File: src/rtl/vic_pkg.sv
package vic_pkg;
    localparam int PRIO_W  = 3;
    localparam int NEST    = 8;
    localparam int DEPTH_W = $clog2(NEST + 1);
    localparam int PTR_W   = $clog2(NEST);
    localparam int IDX_W   = 5;
    localparam int BASE_W  = 16;
    localparam int LIMIT_W = PRIO_W + 1;
    localparam int SRC_PER_WORD = 8;
    localparam int ADR_CTRL  = 0;
    localparam int ADR_BASE  = 1;
    localparam int ADR_PRIO0 = 2;
    localparam int CTL_NRM = 0;
    localparam int CTL_FST = 1;

    typedef logic [PRIO_W-1:0] prio_t;

    typedef struct packed {
        logic             hit;
        logic [IDX_W-1:0] idx;
        prio_t            lvl;
    } pick_t;

    function automatic logic [31:0] pack_vec(input logic [BASE_W-1:0] base,
                                             input logic [IDX_W-1:0] idx);
        return {9'd0, base, idx, 2'b00};
    endfunction
endpackage

File: src/rtl/vic_pick.sv
module vic_pick
    import vic_pkg::*;
#(
    parameter int NSRC = 16
) (
    input  logic [NSRC-1:0]        stat,
    input  logic [NSRC*PRIO_W-1:0] prio,
    input  logic [LIMIT_W-1:0]     limit,
    output pick_t                  pick
);
    always_comb begin
        pick = '0;
        for (int i = 0; i < NSRC; i++) begin
            if (stat[i] && ({1'b0, prio[i*PRIO_W +: PRIO_W]} < limit) &&
                (!pick.hit || prio[i*PRIO_W +: PRIO_W] < pick.lvl)) begin
                pick.hit = 1'b1;
                pick.idx = IDX_W'(i);
                pick.lvl = prio[i*PRIO_W +: PRIO_W];
            end
        end
    end
endmodule

File: src/rtl/vic_stack.sv
module vic_stack
    import vic_pkg::*;
(
    input  logic               clk,
    input  logic               rst,
    input  logic               push,
    input  logic               pop,
    input  prio_t              push_lvl,
    output prio_t              top,
    output logic [DEPTH_W-1:0] depth
);
    prio_t              mem [NEST];
    logic [DEPTH_W-1:0] depth_q;

    always_ff @(posedge clk) begin
        if (rst) begin
            depth_q <= '0;
        end else if (pop && depth_q != '0) begin
            depth_q <= depth_q - DEPTH_W'(1);
        end else if (push && depth_q < DEPTH_W'(NEST)) begin
            mem[depth_q[PTR_W-1:0]] <= push_lvl;
            depth_q <= depth_q + DEPTH_W'(1);
        end
    end

    assign top   = (depth_q == '0) ? '0 : mem[PTR_W'(depth_q - DEPTH_W'(1))];
    assign depth = depth_q;

    // a nested entry is always more urgent than the one beneath it
    p_push_nested_r5: assert property (@(posedge clk) disable iff (rst)
        (push && !pop && depth_q != '0) |-> (push_lvl < top));

    // push grows the stack by one
    p_push_grow_r6: assert property (@(posedge clk) disable iff (rst)
        (push && !pop && depth_q < DEPTH_W'(NEST)) |=> (depth_q == $past(depth_q) + DEPTH_W'(1)));

    // pop shrinks a non-empty stack by one
    p_pop_shrink_r7: assert property (@(posedge clk) disable iff (rst)
        (pop && depth_q != '0) |=> (depth_q == $past(depth_q) - DEPTH_W'(1)));

    // pop on an empty stack leaves it empty
    p_pop_empty_r7: assert property (@(posedge clk) disable iff (rst)
        (pop && depth_q == '0 && !push) |=> (depth_q == '0));
endmodule

File: src/rtl/vic_class.sv
module vic_class
    import vic_pkg::*;
#(
    parameter int NSRC = 16
) (
    input  logic                   clk,
    input  logic                   rst,
    input  logic                   vec_en,
    input  logic [NSRC-1:0]        stat,
    input  logic [NSRC*PRIO_W-1:0] prio,
    input  logic                   ack,
    input  logic                   eos,
    input  logic                   inhibit,
    output logic                   req,
    output logic [IDX_W-1:0]       idx,
    output logic [DEPTH_W-1:0]     depth
);
    pick_t              pick;
    prio_t              top;
    logic [LIMIT_W-1:0] limit;
    logic               raw_req;
    logic               push;

    assign limit = (depth == '0) ? LIMIT_W'(NEST) : {1'b0, top};

    vic_pick #(.NSRC(NSRC)) u_pick (
        .stat  (stat),
        .prio  (prio),
        .limit (limit),
        .pick  (pick)
    );

    assign raw_req = vec_en ? (pick.hit && depth < DEPTH_W'(NEST)) : (|stat);
    assign req     = raw_req && !inhibit;
    assign push    = vec_en && ack && req;
    assign idx     = vec_en ? pick.idx : '0;

    vic_stack u_stack (
        .clk      (clk),
        .rst      (rst),
        .push     (push),
        .pop      (eos),
        .push_lvl (pick.lvl),
        .top      (top),
        .depth    (depth)
    );
endmodule

File: src/rtl/vic_top.sv
module vic_top
    import vic_pkg::*;
#(
    parameter int NSRC   = 16,
    parameter int ADDR_W = 4
) (
    input  logic              clk,
    input  logic              rst,
    input  logic              bus_we,
    input  logic [ADDR_W-1:0] bus_addr,
    input  logic [31:0]       bus_wdata,
    input  logic [NSRC-1:0]   nrm_stat,
    input  logic [NSRC-1:0]   fst_stat,
    input  logic              nrm_ack,
    input  logic              fst_ack,
    input  logic              nrm_eos,
    input  logic              fst_eos,
    output logic              nrm_req,
    output logic              fst_req,
    output logic [31:0]       nrm_vec,
    output logic [31:0]       fst_vec,
    output logic [3:0]        nrm_depth,
    output logic [3:0]        fst_depth
);
    localparam int NPW = (NSRC + SRC_PER_WORD - 1) / SRC_PER_WORD;

    logic [1:0]             ctrl_q;
    logic [BASE_W-1:0]      base_q;
    prio_t                  prio_q [NSRC];
    logic [NSRC*PRIO_W-1:0] prio_flat;
    logic [IDX_W-1:0]       nrm_idx, fst_idx;
    logic [DEPTH_W-1:0]     nrm_dep, fst_dep;
    logic                   unused_wdata;

    assign unused_wdata = ^bus_wdata;

    always_ff @(posedge clk) begin
        if (rst) begin
            ctrl_q <= '0;
            base_q <= '0;
            for (int s = 0; s < NSRC; s++) prio_q[s] <= '0;
        end else if (bus_we) begin
            if (bus_addr == ADDR_W'(ADR_CTRL)) ctrl_q <= bus_wdata[1:0];
            if (bus_addr == ADDR_W'(ADR_BASE)) base_q <= bus_wdata[BASE_W-1:0];
            for (int s = 0; s < NSRC; s++) begin
                if (bus_addr == ADDR_W'(ADR_PRIO0 + s / SRC_PER_WORD))
                    prio_q[s] <= bus_wdata[4*(s % SRC_PER_WORD) +: PRIO_W];
            end
        end
    end

    for (genvar g = 0; g < NSRC; g++) begin : g_flat
        assign prio_flat[g*PRIO_W +: PRIO_W] = prio_q[g];
    end

    vic_class #(.NSRC(NSRC)) u_fast (
        .clk     (clk),
        .rst     (rst),
        .vec_en  (ctrl_q[CTL_FST]),
        .stat    (fst_stat),
        .prio    (prio_flat),
        .ack     (fst_ack),
        .eos     (fst_eos),
        .inhibit (1'b0),
        .req     (fst_req),
        .idx     (fst_idx),
        .depth   (fst_dep)
    );

    vic_class #(.NSRC(NSRC)) u_norm (
        .clk     (clk),
        .rst     (rst),
        .vec_en  (ctrl_q[CTL_NRM]),
        .stat    (nrm_stat),
        .prio    (prio_flat),
        .ack     (nrm_ack),
        .eos     (nrm_eos),
        .inhibit (fst_req || fst_dep != '0),
        .req     (nrm_req),
        .idx     (nrm_idx),
        .depth   (nrm_dep)
    );

    assign nrm_vec   = pack_vec(base_q, nrm_idx);
    assign fst_vec   = pack_vec(base_q, fst_idx);
    assign nrm_depth = 4'(nrm_dep);
    assign fst_depth = 4'(fst_dep);

    // fast class in service or requesting keeps normal requests off
    p_fast_over_normal_r9: assert property (@(posedge clk) disable iff (rst)
        (fst_dep != '0) |-> !nrm_req);

    // non-vectored class never gains depth from an ack
    p_plain_no_push_r8: assert property (@(posedge clk) disable iff (rst)
        (!ctrl_q[CTL_FST] && !fst_eos) |=> (fst_dep <= $past(fst_dep)));
endmodule

File: config.mk
export PLATFORM = sky130hd
export DESIGN_NAME = vic_top
export DESIGN_NICKNAME = d
export VERILOG_FILES = /design/src/rtl/vic_pkg.sv /design/src/rtl/vic_pick.sv /design/src/rtl/vic_stack.sv /design/src/rtl/vic_class.sv /design/src/rtl/vic_top.sv
export SDC_FILE = /design/constraint.sdc
export NUM_CORES = 1
export LEC_CHECK = 0
export ABC_AREA = 1
export BUFFER_PORTS_ARGS = -buffer_cell sky130_fd_sc_hd__buf_2
export CORE_ASPECT_RATIO = 1.1
export CORE_MARGIN = 2
export CORE_UTILIZATION = 30
export CTS_CLUSTER_SIZE = 16
export DETAILED_ROUTE_END_ITERATION = 10
export PLACE_DENSITY = 0.55
export SYNTH_ARGS = -nofsm -noshare
export SYNTH_HDL_FRONTEND = slang
export SYNTH_HIERARCHICAL = 1
export SYNTH_SLANG_ARGS = --single-unit
File: constraint.sdc
create_clock -name clk -period 37.5 [get_ports clk]
set_clock_uncertainty 0.1 [all_clocks]
set_input_delay 7.5 -clock clk [delete_from_list [all_inputs] [get_ports clk]]
set_output_delay 7.5 -clock clk [all_outputs]
set_load 0.005 [all_outputs]
# Yosys cells after proc, flatten, opt, wreduce, memory -nomap -nowiden
# Memory sizes are Yosys's and may differ from the RTL's.
# Cells that the tools add are included.
# W data, S select, Z words.
[totals] elab_cells=316 ff_bits=26 mem_bits_rw=96 mem_count=3 out_inout_bits=74 inputBits=75
[memory_table] name="prio_q" depth=16 word_bits=3 read_ports=16 rd_clocked_by_memory_dff=0 write_ports=16 line="vic_top.sv:29" source="prio_t prio_q [NSRC];"
[memory_table] name="u_fast.u_stack.mem" depth=8 word_bits=3 read_ports=1 rd_clocked_by_memory_dff=0 write_ports=1 line="vic_stack.sv:12" source="prio_t mem [NEST];"
[memory_table] name="u_norm.u_stack.mem" depth=8 word_bits=3 read_ports=1 rd_clocked_by_memory_dff=0 write_ports=1 line="vic_stack.sv:12"
[classes] mux=76 bitwise_logic=16 magnitude_cmp=64 addsub=4 reduce_logical=146 eq_ne=3
[op_table] operator="$mux W9" n=32
[op_table] operator="$lt A3 B4 Y1" n=32
[op_table] operator="$lt A3 B3 Y1" n=30
[op_table] operator="$logic_and A1 B1 Y1" n=73
[op_table] operator="$mux W3" n=16
[op_table] operator="$reduce_or A16 Y1" n=2
[op_table] operator="$logic_not A1 Y1" n=31
[op_table] operator="$logic_or A1 B1 Y1" n=31
[op_table] operator="$mux W4" n=6
[op_table] operator="$mux W1" n=20
[op_table] operator="$or A1 B1 Y1" n=16
[op_table] operator="$logic_not A4 Y1" n=3
[op_table] operator="$mux W5" n=2
[op_table] operator="$add A4 B1 Y4 const B" n=2
[op_table] operator="$eq A4 B2 Y1 const B" n=2
[op_table] operator="$lt A4 B4 Y1 const B" n=2
[op_table] operator="$reduce_bool A4 Y1" n=2
[op_table] operator="$sub A4 B1 Y4 const B" n=2
[op_table] operator="$eq A4 B1 Y1 const B" n=1
[op_table] operator="$reduce_and A2 Y1" n=2
[op_table] operator="$reduce_bool A2 Y1" n=2

# Logic depth before layout (Yosys ltp)
# Gate-level depths: netlist of run 1.
# An unclocked memory read counts as a cell.
[logic_depth] word_depth=77 ltp_mapped=142 ltp_nobuf=140

# Modules after synthesis
# The synthesis of run 1 kept the hierarchy.
[modules_own_cells] module="vic_pick" area_each_um2=2767.7 cells_per_inst=508 n_inst=2
[modules_own_cells] module="vic_top" area_each_um2=3030.4 cells_per_inst=320 n_inst=1
[modules_own_cells] module="vic_stack" area_each_um2=1288.7 cells_per_inst=128 n_inst=2
[modules_own_cells] module="vic_class" area_each_um2=196.4 cells_per_inst=41 n_inst=2

# Worst setup path after synthesis of run 1
# No wires, ideal clock.
[synth_path] path_kind="in2out" startpoint="input port fst_stat[0]" endpoint="output port fst_vec[3]" arrival_ns=17.419 n_path_buf=0 slack_ns=12.481 path_stages=106 required_ns=29.900 path_cell_list="a21boi_2 > nand2_1 > inv_2 > nand2_1 > ha_1 > a21oi_1 > nand2_1 > nand2_2 > nand2_2 > o21ai_0 > ha_1 > a21oi_1 > nand2_1 > nand2_2 > nand2_4 > o21ai_0 > ha_1 > a21oi_1 > [70 not listed] > nand2_1 > nand2_2 > nand2_2 > a21oi_1 > ha_1 > a21oi_1 > nand2_1 > nand2_2 > nand2_4 > o21ai_0 > ha_1 > a21oi_1 > nand2_1 > nand2_2 > nand2_2 > nand3_1 > nand2_1 > inv_1"
[synth_rtl] element="start: declaration" line="vic_top.sv:13" source="input logic [NSRC-1:0] fst_stat,"
[synth_rtl] element="end: declaration" line="vic_top.sv:21" source="output logic [31:0] fst_vec,"

==> metrics.md, run 1 <==
| Metric | Value |
|---|---|
| Layout cell share with drive strength beyond 1 | `0.162` |
| Std-Cell Rows | `75` |
| Total congestion overflow | `0` |
| R2r startpoint | `u_norm/u_stack/depth[0]$_SDFFE_PP0P_` |
| Critical Path RT | `29.90 ns` |
| Core area | `38,000 um2` |
| GRT Resource Usage Total | `0.171` |
| Final wirelength | `33,900 um` |
| CTS H-tree depth | `4` |
| DIE HEIGHT | `210 um` |
| Hold Crit Class | `flip-flop to flip-flop` |
| Post-CTS sizing | `0` |
| # placed instances | `2,257` |
| Clock-pin slew on the worst setup and hold paths | `0.06 ns` |
| Worst reg2reg endpoint | `u_norm/u_stack/mem[3][0]$_DFFE_PP_` |
| FF+latch count, synth | `122` |
| Rel. slew slack | `0.259` |
| 1st-pass router iterations | `7` |
| Avg Inst Size Synth | `6.89 um2` |
| Die area | `40,000 um2` |
| Achievable Freq | `0.0369 GHz` |
| # port buffers | `120` |
| Crit Path Class | `input pin to primary output` |
| Area growth syn-to-layout | `12.9%` |
| Post-synthesis instance area | `11,500 um2` |
| Post-DP HPWL | `26,500 um` |
| CP max stage delay | `0.31 ns` |
| Max Slew Vio Count | `0` |
| Reg2Reg Setup Slack | `22.36 ns` |
| Slew @ Worst Pin | `1.11 ns` |
| Fin. Hold Viols | `0` |
| Vias in the first global route | `10,300` |
| Worst Setup SP | `nrm_stat[0]` |
| Worst Path Arrival | `19.50 ns` |
| Fin nets | `1,949` |
| GP Congestion | `0.870` |
| Crit end category | `primary output` |
| CTS Root Buffer Type | `clkbuf_16` |
| Largest net degree at the start of global routing | `42` |
| Ports | `149` |
| CP Capture Point | `nrm_vec[4]` |
| CTS tree | `built` |
| Final setup TNS | `0 ns` |
| Routed wire per std cell | `14.8 um` |
| CTS Sinks | `122` |
| Initial Utilization | `0.304` |
| Post-CTS Setup Inserts | `0` |
| Initial antenna violation count | `3` |
| Final Critical Period | `27.10 ns` |
| Via count | `10,900` |
| Final setup viols | `0` |
| Most numerous cell on the critical path | `nand2_1` |
| Worst skew pair latency | `0.43 ns` |
| Crit-path slowest cell | `ha_1` |
| Post-route ant nets | `0` |
| Levels on crit path | `112` |
| CTS Buf Count | `17` |
| Residual DRC count | `0` |
| Startpoint Class | `input pin` |
| CTS Buffer Depth | `2` |
| Kind of cell adding the most delay to the critical path | `simple AND/OR/NAND/NOR gates` |
| Hold_buf cts | `0` |
| Non-Filler Instances | `2,290` |
| Status | `complete, no violations` |
| Buf+Inv Stages, Crit Path | `13` |
| Starting DRT DRC Count | `629` |
| RSZ-0062 raised after global routing | `false` |
| Cell variety after synth | `42` |
| Sequential area share after synthesis | `0.295` |
| First-pass GRT wire length | `53,500 um` |
| Post-Syn Instances | `1,674` |
| Reg2reg path depth | `122` |
| Max Cap Violations | `0` |
| Syn. warnings | `6` |
| Die Width | `191 um` |
| Period Utilization, post-route | `0.723` |
| Vias per cell | `4.75` |
| Largest fanout on the critical path | `9` |
==> placed cells by master, fill, tap and decap left out, types with 21 or more instances in the layout <==
master	n
nand3_1	142
ha_1	98
nand2_4	22
edfxtp_1	96
nor2_1	166
buf_2	120
nand4_1	24
o211ai_1	24
conb_1	25
inv_2	21
nor3_1	27
o21ai_0	74
nand2_1	420
inv_1	254
dfxtp_1	26
a21boi_0	30
nand2_2	58
a21oi_1	44
==> state kept, by name, indices dropped and copies added (netlist names) <==
signal,flops
base_q,16
ctrl_q,2
prio_q,48
u_fast/u_stack/depth,4
u_fast/u_stack/mem,24
u_norm/u_stack/depth,4
u_norm/u_stack/mem,24
==> cell type report <==
class                      instances  area, um2
inverter                         284       1070
sequential                       122       3400
multi-input combinational       1220       6620
clock buffer                      18        429
timing repair buffer             131        683
antenna                            1       2.50
tap                              500        626
fill                            4118      25000
clock inverter                    14        196
==> worst reg2reg max path, delay by kind of cell, from the launching register on <==
kind / cells / cell delay, ns
buf+inv: 14 / 1.18
compound gates: 16 / 3.03
simple gates: 82 / 6.45
flops: 1 / 0.76
fa+ha+maj: 10 / 3.25
==> layer usage <==
metal	routed length, um	up-vias	share of wire	GRT usage
met1	15100	4955	0.45	0.219
met2	16000	321	0.47	0.294
met4	798	2	0.024	0.0548
li1	-	5548	-	-
met5	7	-	0.00021	0
met3	2020	46	0.059	0.0266
==> logic make-up after synthesis <==
| kind of cell | count (synthesis) | share of synthesized area |
|---|---|---|
| and+or+nand+nor | 901 | 0.358 |
| buffers and inverters | 354 | 0.138 |
| AOI/OAI and AO/OA | 194 | 0.0998 |
| DFF | 122 | 0.295 |
| adders and majority gates | 98 | 0.106 |
| other | 3 | 0.000976 |
| xor gates and xnor gates | 2 | 0.00152 |
==> per-stage QoR <==
stage	hold slack (ns)	setup slack, ns	util	cell area, um2
4_1_cts	0.424	10.59	0.343	13000
3_3_place_gp	0.402	10.87	0.326	12400
5_1_grt	0.450	8.92	0.343	13000
3_5_place_dp	0.411	10.64	0.326	12400
2_1_floorplan	0.399	12.48	-	11600
6_report	0.421	10.40	0.343	13000
==> how the worst min path moves through the flow <==
stage | endpoint | depth (start not counted) | startpoint | slack, ns
global route | base_q[15]$_SDFFE_PP0P_ | 4 | base_q[15]$_SDFFE_PP0P_ | 0.45
floorplan | ctrl_q[0]$_SDFFE_PP0P_ | 4 | ctrl_q[0]$_SDFFE_PP0P_ | 0.40
CTS | base_q[1]$_SDFFE_PP0P_ | 4 | base_q[1]$_SDFFE_PP0P_ | 0.42
global placement | base_q[15]$_SDFFE_PP0P_ | 4 | base_q[15]$_SDFFE_PP0P_ | 0.40
detailed placement | base_q[1]$_SDFFE_PP0P_ | 4 | base_q[1]$_SDFFE_PP0P_ | 0.41
finish | base_q[1]$_SDFFE_PP0P_ | 4 | base_q[1]$_SDFFE_PP0P_ | 0.42
==> synthesized netlist by cell type (all sizes together) <==
library cell	count	area share
clkinv	9	0.0030
or2	2	0.0015
or3	4	0.0022
ha	98	0.11
buf	67	0.045
a31o	2	0.0015
xnor2	2	0.0015
o211ai	24	0.016
nand3	144	0.064
o21a	4	0.0026
clkbuf	3	0.00098
nor4	2	0.0037
and3	18	0.010
o22ai	6	0.0033
o21ai	82	0.036
inv	275	0.089
nor2	176	0.060
nand4	24	0.013
and2	4	0.0024
dfxtp	26	0.045
nand2	500	0.19
nor3	27	0.012
conb	3	0.00098
a21boi	32	0.021
edfxtp	96	0.25
a21oi	44	0.019
Power of run 1 is not shown: default switching activity piles up to over one toggle a cycle in this logic, so the estimate is an artifact.
==> inputs of run 2 (changes only) <==
Settings changed: ABC_AREA 1 to 0, PLACE_DENSITY 0.55 to 0.56.
Clock period 37.5 ns to 24.1 ns, I/O delays scaled along.
==> run 2 against run 1 <==
  * Critical endpoint is now fst_vec[5]
  * Largest cell class unchanged
  * Routed wire length increased by 24%
  * The flow now finishes with violations (negative setup slack)
  * Via count grew 14%
  * Core utilization grew 4.7 points
  * Critical path type unchanged
  * Synthesized cell count decreased by 14%
  * Global-route usage rose by 1.0 points
  * Clock-buffer cell count increased by 2
  * Critical path depth down 33
==> metrics.md, run 2 <==
| Metric | Value |
|---|---|
| Lkg Pwr | `6.57 nW` |
| Buf+Inv Stages, Crit Path | `20` |
| Achievable Freq | `0.0414 GHz` |
| Final instance area | `16,500 um2` |
| CTS Buf Count | `17` |
| WL met1 | `18,700 um` |
| GP Congestion | `0.898` |
| Post-route ant nets | `0` |
| Layout cell share with drive strength beyond 1 | `0.328` |
| Max Slew Vio Count | `0` |
| Final worst setup slack | `-0.0377 ns` |
| Antenna diodes | `0` |
| Sequential area share after synthesis | `0.263` |
| Initial Utilization | `0.305` |
| Max layer used | `met5` |
| Pwr Density | `82.2 nW/um2` |
| CTS Sinks | `122` |
| Synth top area share | `0.222` |
| CP max stage delay | `0.44 ns` |
| Reg with most FFs | `prio_q` |
| Post-DP HPWL | `32,300 um` |
| Number of fill cells | `4,275` |
| DP Area | `14,600 um2` |
| First-pass GRT wire length | `65,300 um` |
| Number of flip-flops in the largest register | `48` |
| Area of the multi-input gates | `9660 um2` |
| Worst skew pair latency | `0.42 ns` |
| Most numerous cell on the critical path | `buf_4` |
| Status | `finished, violations left` |
| CTS H-tree depth | `4` |
| Max Cap Violations | `0` |
| Total power | `1.36 mW` |
| Fin nets | `1,871` |
| Crit-path slowest cell | `o41ai_4` |
| Cell variety after synth | `134` |
| Top-count cell post-synth | `nor2_1` |
| Yosys top cell by area | `edfxtp_1` |
| Fin. Hold Viols | `0` |
| Area growth syn-to-layout | `27.6%` |
| Starting DRT DRC Count | `816` |
| Most common library cell in the layout ignoring fill and taps | `buf_4` |
| Routed wl met3 | `1600 um` |
| Final setup viols | `2` |
| GRT Resource Usage Total | `0.181` |
| RSZ-0062 raised after global routing | `true` |
| Post-synth ARST share | `0` |
| Total congestion overflow | `0` |
| Final Critical Period | `24.14 ns` |
| Die area | `44,900 um2` |
| Critical Path RT | `19.18 ns` |
| Most used DFF post-synth | `edfxtp_1` |
| Post-synth EDFFs | `96` |
| Crit end category | `primary output` |
| WL met2 | `20,400 um` |
| Largest fanout on the critical path | `4` |
| Pre-CTS WS | `-0.761 ns` |
| Slew @ Worst Pin | `1.16 ns` |
| Final wirelength | `42,100 um` |
| Syn. warnings | `6` |
| Largest net degree at the start of global routing | `57` |
| CTS Root Buffer Type | `clkbuf_16` |
| Worst VDD drop | `57.3 uV` |
| Startpoint Class | `input pin` |
| Ports | `149` |
| Vias per cell | `5.44` |
| CTS Buffer Depth | `2` |
| Post-synthesis instance area | `13,000 um2` |
| CTS tree | `built` |
| Std-Cell Rows | `79` |
| Synth top cells by count | `nor2_1, ha_1, edfxtp_1, o21ai_0, nand2_1` |
| Core area | `42,500 um2` |
| Period Utilization, post-route | `1.00` |
| Vias in the first global route | `11,800` |
| Largest cells by area after synthesis | `edfxtp_1, ha_1, dfxtp_1` |
| Clock-pin slew on the worst setup and hold paths | `0.06 ns` |
| Worst Path Arrival | `19.22 ns` |
| Die Width | `202 um` |
| Final setup TNS | `-0.0737 ns` |
| Failing checks | `negative setup slack` |
| # port buffers | `120` |
| Crit Path Class | `input pin to primary output` |
| Hold_buf cts | `0` |
| Routed wire per std cell | `18.5 um` |
| Hold Crit Class | `flip-flop to flip-flop` |
| Commonest cells after routing, fill and taps aside | `buf_4, buf_2, nor2_1` |
| DIE HEIGHT | `222 um` |
| Initial antenna violation count | `1` |
| Post-Syn Instances | `1,440` |
| Kind of cell adding the most delay to the critical path | `compound AO/OA/AOI/OAI gates` |
| FF+latch count, synth | `122` |
| Hold slack | `0.382 ns` |
| Residual DRC count | `0` |
| Register area | `3400 um2` |
| Rel. slew slack | `0.223` |
| Via count | `12,400` |
| 1st-pass router iterations | `5` |
| Avg Inst Size Synth | `9.00 um2` |
==> run 2: changes by cell type after synthesis, sizes merged, moves of 27 or more <==
cell,change
o21ai,+45
nor2,-70
inv,-198
and2,+51
nor2b,+47
nand3,-116
a21oi,+48
nand2b,+73
a21o,+27
nand2,-405
mux2i,+35
==> run 2: cell type report <==
cell class,instances,area share
clock buffer,20,0.0270
clock inverter,12,0.00756
inverter,77,0.0176
multi-input combinational,1195,0.584
sequential,122,0.206
tap,567,0.0429
timing repair buffer,285,0.115
==> run 2: per-layer routing <==
metal	global-route usage	vias to the layer above
met1	0.234	6024
met5	0	-
met4	0.0756	2
met3	0.0179	72
met2	0.309	363
li1	-	5926
==> run 2: power breakdown <==
part           switching, mW  internal (mW)
clock network         0.0903          0.154
registers             0.0276          0.262
logic                  0.434          0.393
total                  0.551          0.809
==> run 2: timing repair <==
action / 4_1_cts / 5_1_grt
setup buffers: 38 / 34
endpoints found under the setup margin: 7 / 8
gates resized for setup: 61 / 107
pin swaps: 45 / 64
cloned: 0 / 1
==> run 2: cells by family (layout without fill, tap and decap cells) <==
group,after synthesis,count (layout),synth area share
mux,66,66,0.0695
compound gates,492,492,0.288
buf+inv,145,394,0.0588
flops,122,122,0.263
fa+ha+maj,102,102,0.0977
other cells,3,25,0.000869
simple gates,510,510,0.222
==> run 2: worst min-delay path: cells and delay by family (launching register included) <==
family | cells | cell delay (ns)
mux | 1 | 0.05
simple gates | 1 | 0.06
flops | 1 | 0.32
==> run 2: final timing paths <==
path                                                            from                                  to  slack, ns  depth (start not counted)
worst min-delay path                          base_q[4]$_SDFFE_PP0P_              base_q[4]$_SDFFE_PP0P_       0.38                          2
worst max register to register  u_fast/u_stack/depth[0]$_SDFFE_PP0P_  u_fast/u_stack/mem[6][1]$_DFFE_PP_       6.49                         85
worst max-delay path                                     fst_stat[0]                          fst_vec[5]      -0.04                         79
worst min register to register                base_q[4]$_SDFFE_PP0P_              base_q[4]$_SDFFE_PP0P_       0.38                          2
==> run 2: through the flow <==
stage,utilization,instances
detailed placement,0.344,2176
finish,0.389,2278
floorplan,-,1462
CTS,0.371,2244
global route,0.389,2278
global placement,0.344,2176
Note: power is estimated with default switching activity, not from simulation.
==> inputs of run 3 (changes only) <==
Settings changed: BUFFER_PORTS_ARGS -buffer_cell sky130_fd_sc_hd__buf_2 to -buffer_cell sky130_fd_sc_hd__buf_4, PLACE_DENSITY 0.56 to 0.55.
Clock period 24.1 ns to 29.3 ns, I/O delays scaled along.
==> run 3 against run 2 <==
  * The run now ends clean
  * Critical endpoint is now fst_vec[4]
  * Sequential cell count is the same
  * Power down 31%
  * Sequential power shrank 19%
==> metrics.md, run 3 (synthesis results as in run 2) <==
| Metric | Value |
|---|---|
| Status | `complete, no violations` |
| Final Critical Period | `28.19 ns` |
| # port buffers | `120` |
| Std-Cell Rows | `79` |
| Die area | `44,900 um2` |
| Worst Path Arrival | `22.23 ns` |
| Rel. slew slack | `0.244` |
| CTS tree | `built` |
| Initial antenna violation count | `0` |
| DIE HEIGHT | `222 um` |
| Fin nets | `1,716` |
| Largest net degree at the start of global routing | `63` |
| R2r startpoint | `u_fast/u_stack/depth[1]$_SDFFE_PP0P_` |
| Residual DRC count | `0` |
| Starting DRT DRC Count | `843` |
| CP max stage delay | `0.52 ns` |
| Reg with most FFs | `prio_q` |
| Pwr Density | `62.9 nW/um2` |
| Reg2reg path depth | `75` |
| Fin. Hold Viols | `0` |
| Critical Path RT | `23.34 ns` |
| Hold Path End | `base_q[15]$_SDFFE_PP0P_` |
| CTS Buffer Depth | `2` |
| Worst reg2reg endpoint | `u_fast/u_stack/mem[1][1]$_DFFE_PP_` |
| Layout cell share with drive strength beyond 1 | `0.198` |
| Worst skew pair latency | `0.42 ns` |
| CTS Root Buffer Type | `clkbuf_16` |
| DP Area | `14,300 um2` |
| Hold_buf cts | `0` |
| Final instance area | `14,900 um2` |
| Max Slew Vio Count | `0` |
| Commonest cells after routing, fill and taps aside | `buf_4, nor2_1, ha_1` |
| Period Utilization, post-route | `0.962` |
| Crit-path slowest cell | `o41ai_4` |
| Total congestion overflow | `0` |
| Area of the multi-input gates | `8910 um2` |
| Achievable Freq | `0.0355 GHz` |
| Worst hold path depth | `2` |
| Post-DP HPWL | `31,300 um` |
| Most common library cell in the layout ignoring fill and taps | `buf_4` |
| Most numerous cell on the critical path | `ha_1` |
| Core area | `42,500 um2` |
| CTS Sinks | `122` |
| Hold path startpoint | `base_q[15]$_SDFFE_PP0P_` |
| Ports | `149` |
| Crit end category | `primary output` |
| CTS Buf Count | `17` |
| Via count | `11,600` |
| CTS H-tree depth | `4` |
| Antenna diodes | `0` |
| Total power | `0.936 mW` |
| Area growth syn-to-layout | `14.7%` |
| Die Width | `202 um` |
| RSZ-0062 raised after global routing | `false` |
| Final setup TNS | `0 ns` |
| Worst VDD drop | `49.2 uV` |
| Max Cap Violations | `0` |
| Vias per cell | `5.45` |
| Register area | `3400 um2` |
| 1st-pass router iterations | `5` |
| Clock-pin slew on the worst setup and hold paths | `0.05 ns` |
| Slew @ Worst Pin | `1.13 ns` |
| GRT Resource Usage Total | `0.172` |
| Lkg Pwr | `5.77 nW` |
| Number of flip-flops in the largest register | `48` |
| Post-route ant nets | `0` |
| GP Congestion | `0.900` |
| Number of fill cells | `4,356` |
| Vias in the first global route | `11,000` |
| First-pass GRT wire length | `61,300 um` |
| Routed wire per std cell | `18.5 um` |
| Final setup viols | `0` |
| Startpoint Class | `input pin` |
| Initial Utilization | `0.305` |
| Crit Path Class | `input pin to primary output` |
| Reg2Reg Setup Slack | `9.78 ns` |
| Largest fanout on the critical path | `8` |
| Hold Crit Class | `flip-flop to flip-flop` |
| Final wirelength | `39,300 um` |
run 3: worst max-delay path by stage:
| stage | from | endpoint | slack [ns] | cells past startpoint |
|---|---|---|---|---|
| after global routing | fst_stat[0] | fst_vec[5] | 0.02 | 68 |
| final | fst_stat[0] | fst_vec[4] | 1.11 | 68 |
| after floorplan | fst_stat[0] | fst_vec[5] | 3.24 | 66 |
| after CTS | fst_stat[0] | fst_vec[4] | 0.63 | 68 |
| after detailed placement | fst_stat[0] | fst_vec[4] | 0.69 | 68 |
| after global placement | fst_stat[0] | fst_vec[4] | 0.95 | 68 |
run 3: area by class of cell:
cell class,instances,area share
clock buffer,18,0.0289
clock inverter,14,0.00993
inverter,77,0.0194
multi-input combinational,1195,0.600
sequential,122,0.229
tap,567,0.0477
timing repair buffer,130,0.0656
run 3: repair_timing:
action,CTS,global route
setup endpoints to repair,0,4
setup buffers,0,1
resized for setup,0,4
run 3: report_power, final:
part           internal [mW]  leakage [nW]  switching (mW)
clock                  0.125         0.272          0.0767
sequential             0.216          1.11          0.0195
combinational          0.203          4.39           0.296
total                  0.543          5.77           0.392
run 3: layer usage:
metal	GRT usage	part of all wire	wire, um
met5	0	0	0
met1	0.223	0.45	17800
met3	0.0216	0.041	1620
met4	0.0744	0.037	1430
met2	0.285	0.47	18400
run 3: critical path, delay by kind of cell:
family                     cells  cell delay, ns
AOI/OAI and AO/OA             36            8.83
adders and majority gates      9            2.55
buffers and inverters          6            0.45
muxes                          5            1.68
and+or+nand+nor               12            2.85
run 3: metrics by stage:
| step | instances | hold WS, ns | utilization | setup slack, ns |
|---|---|---|---|---|
| finish | 2123 | 0.389 | 0.350 | 1.11 |
| global route | 2123 | 0.412 | 0.350 | 0.0222 |
| CTS | 2122 | 0.394 | 0.349 | 0.634 |
| detailed placement | 2090 | 0.382 | 0.336 | 0.688 |
| global placement | 2090 | 0.375 | 0.336 | 0.948 |
| floorplan | 1462 | 0.378 | - | 3.24 |
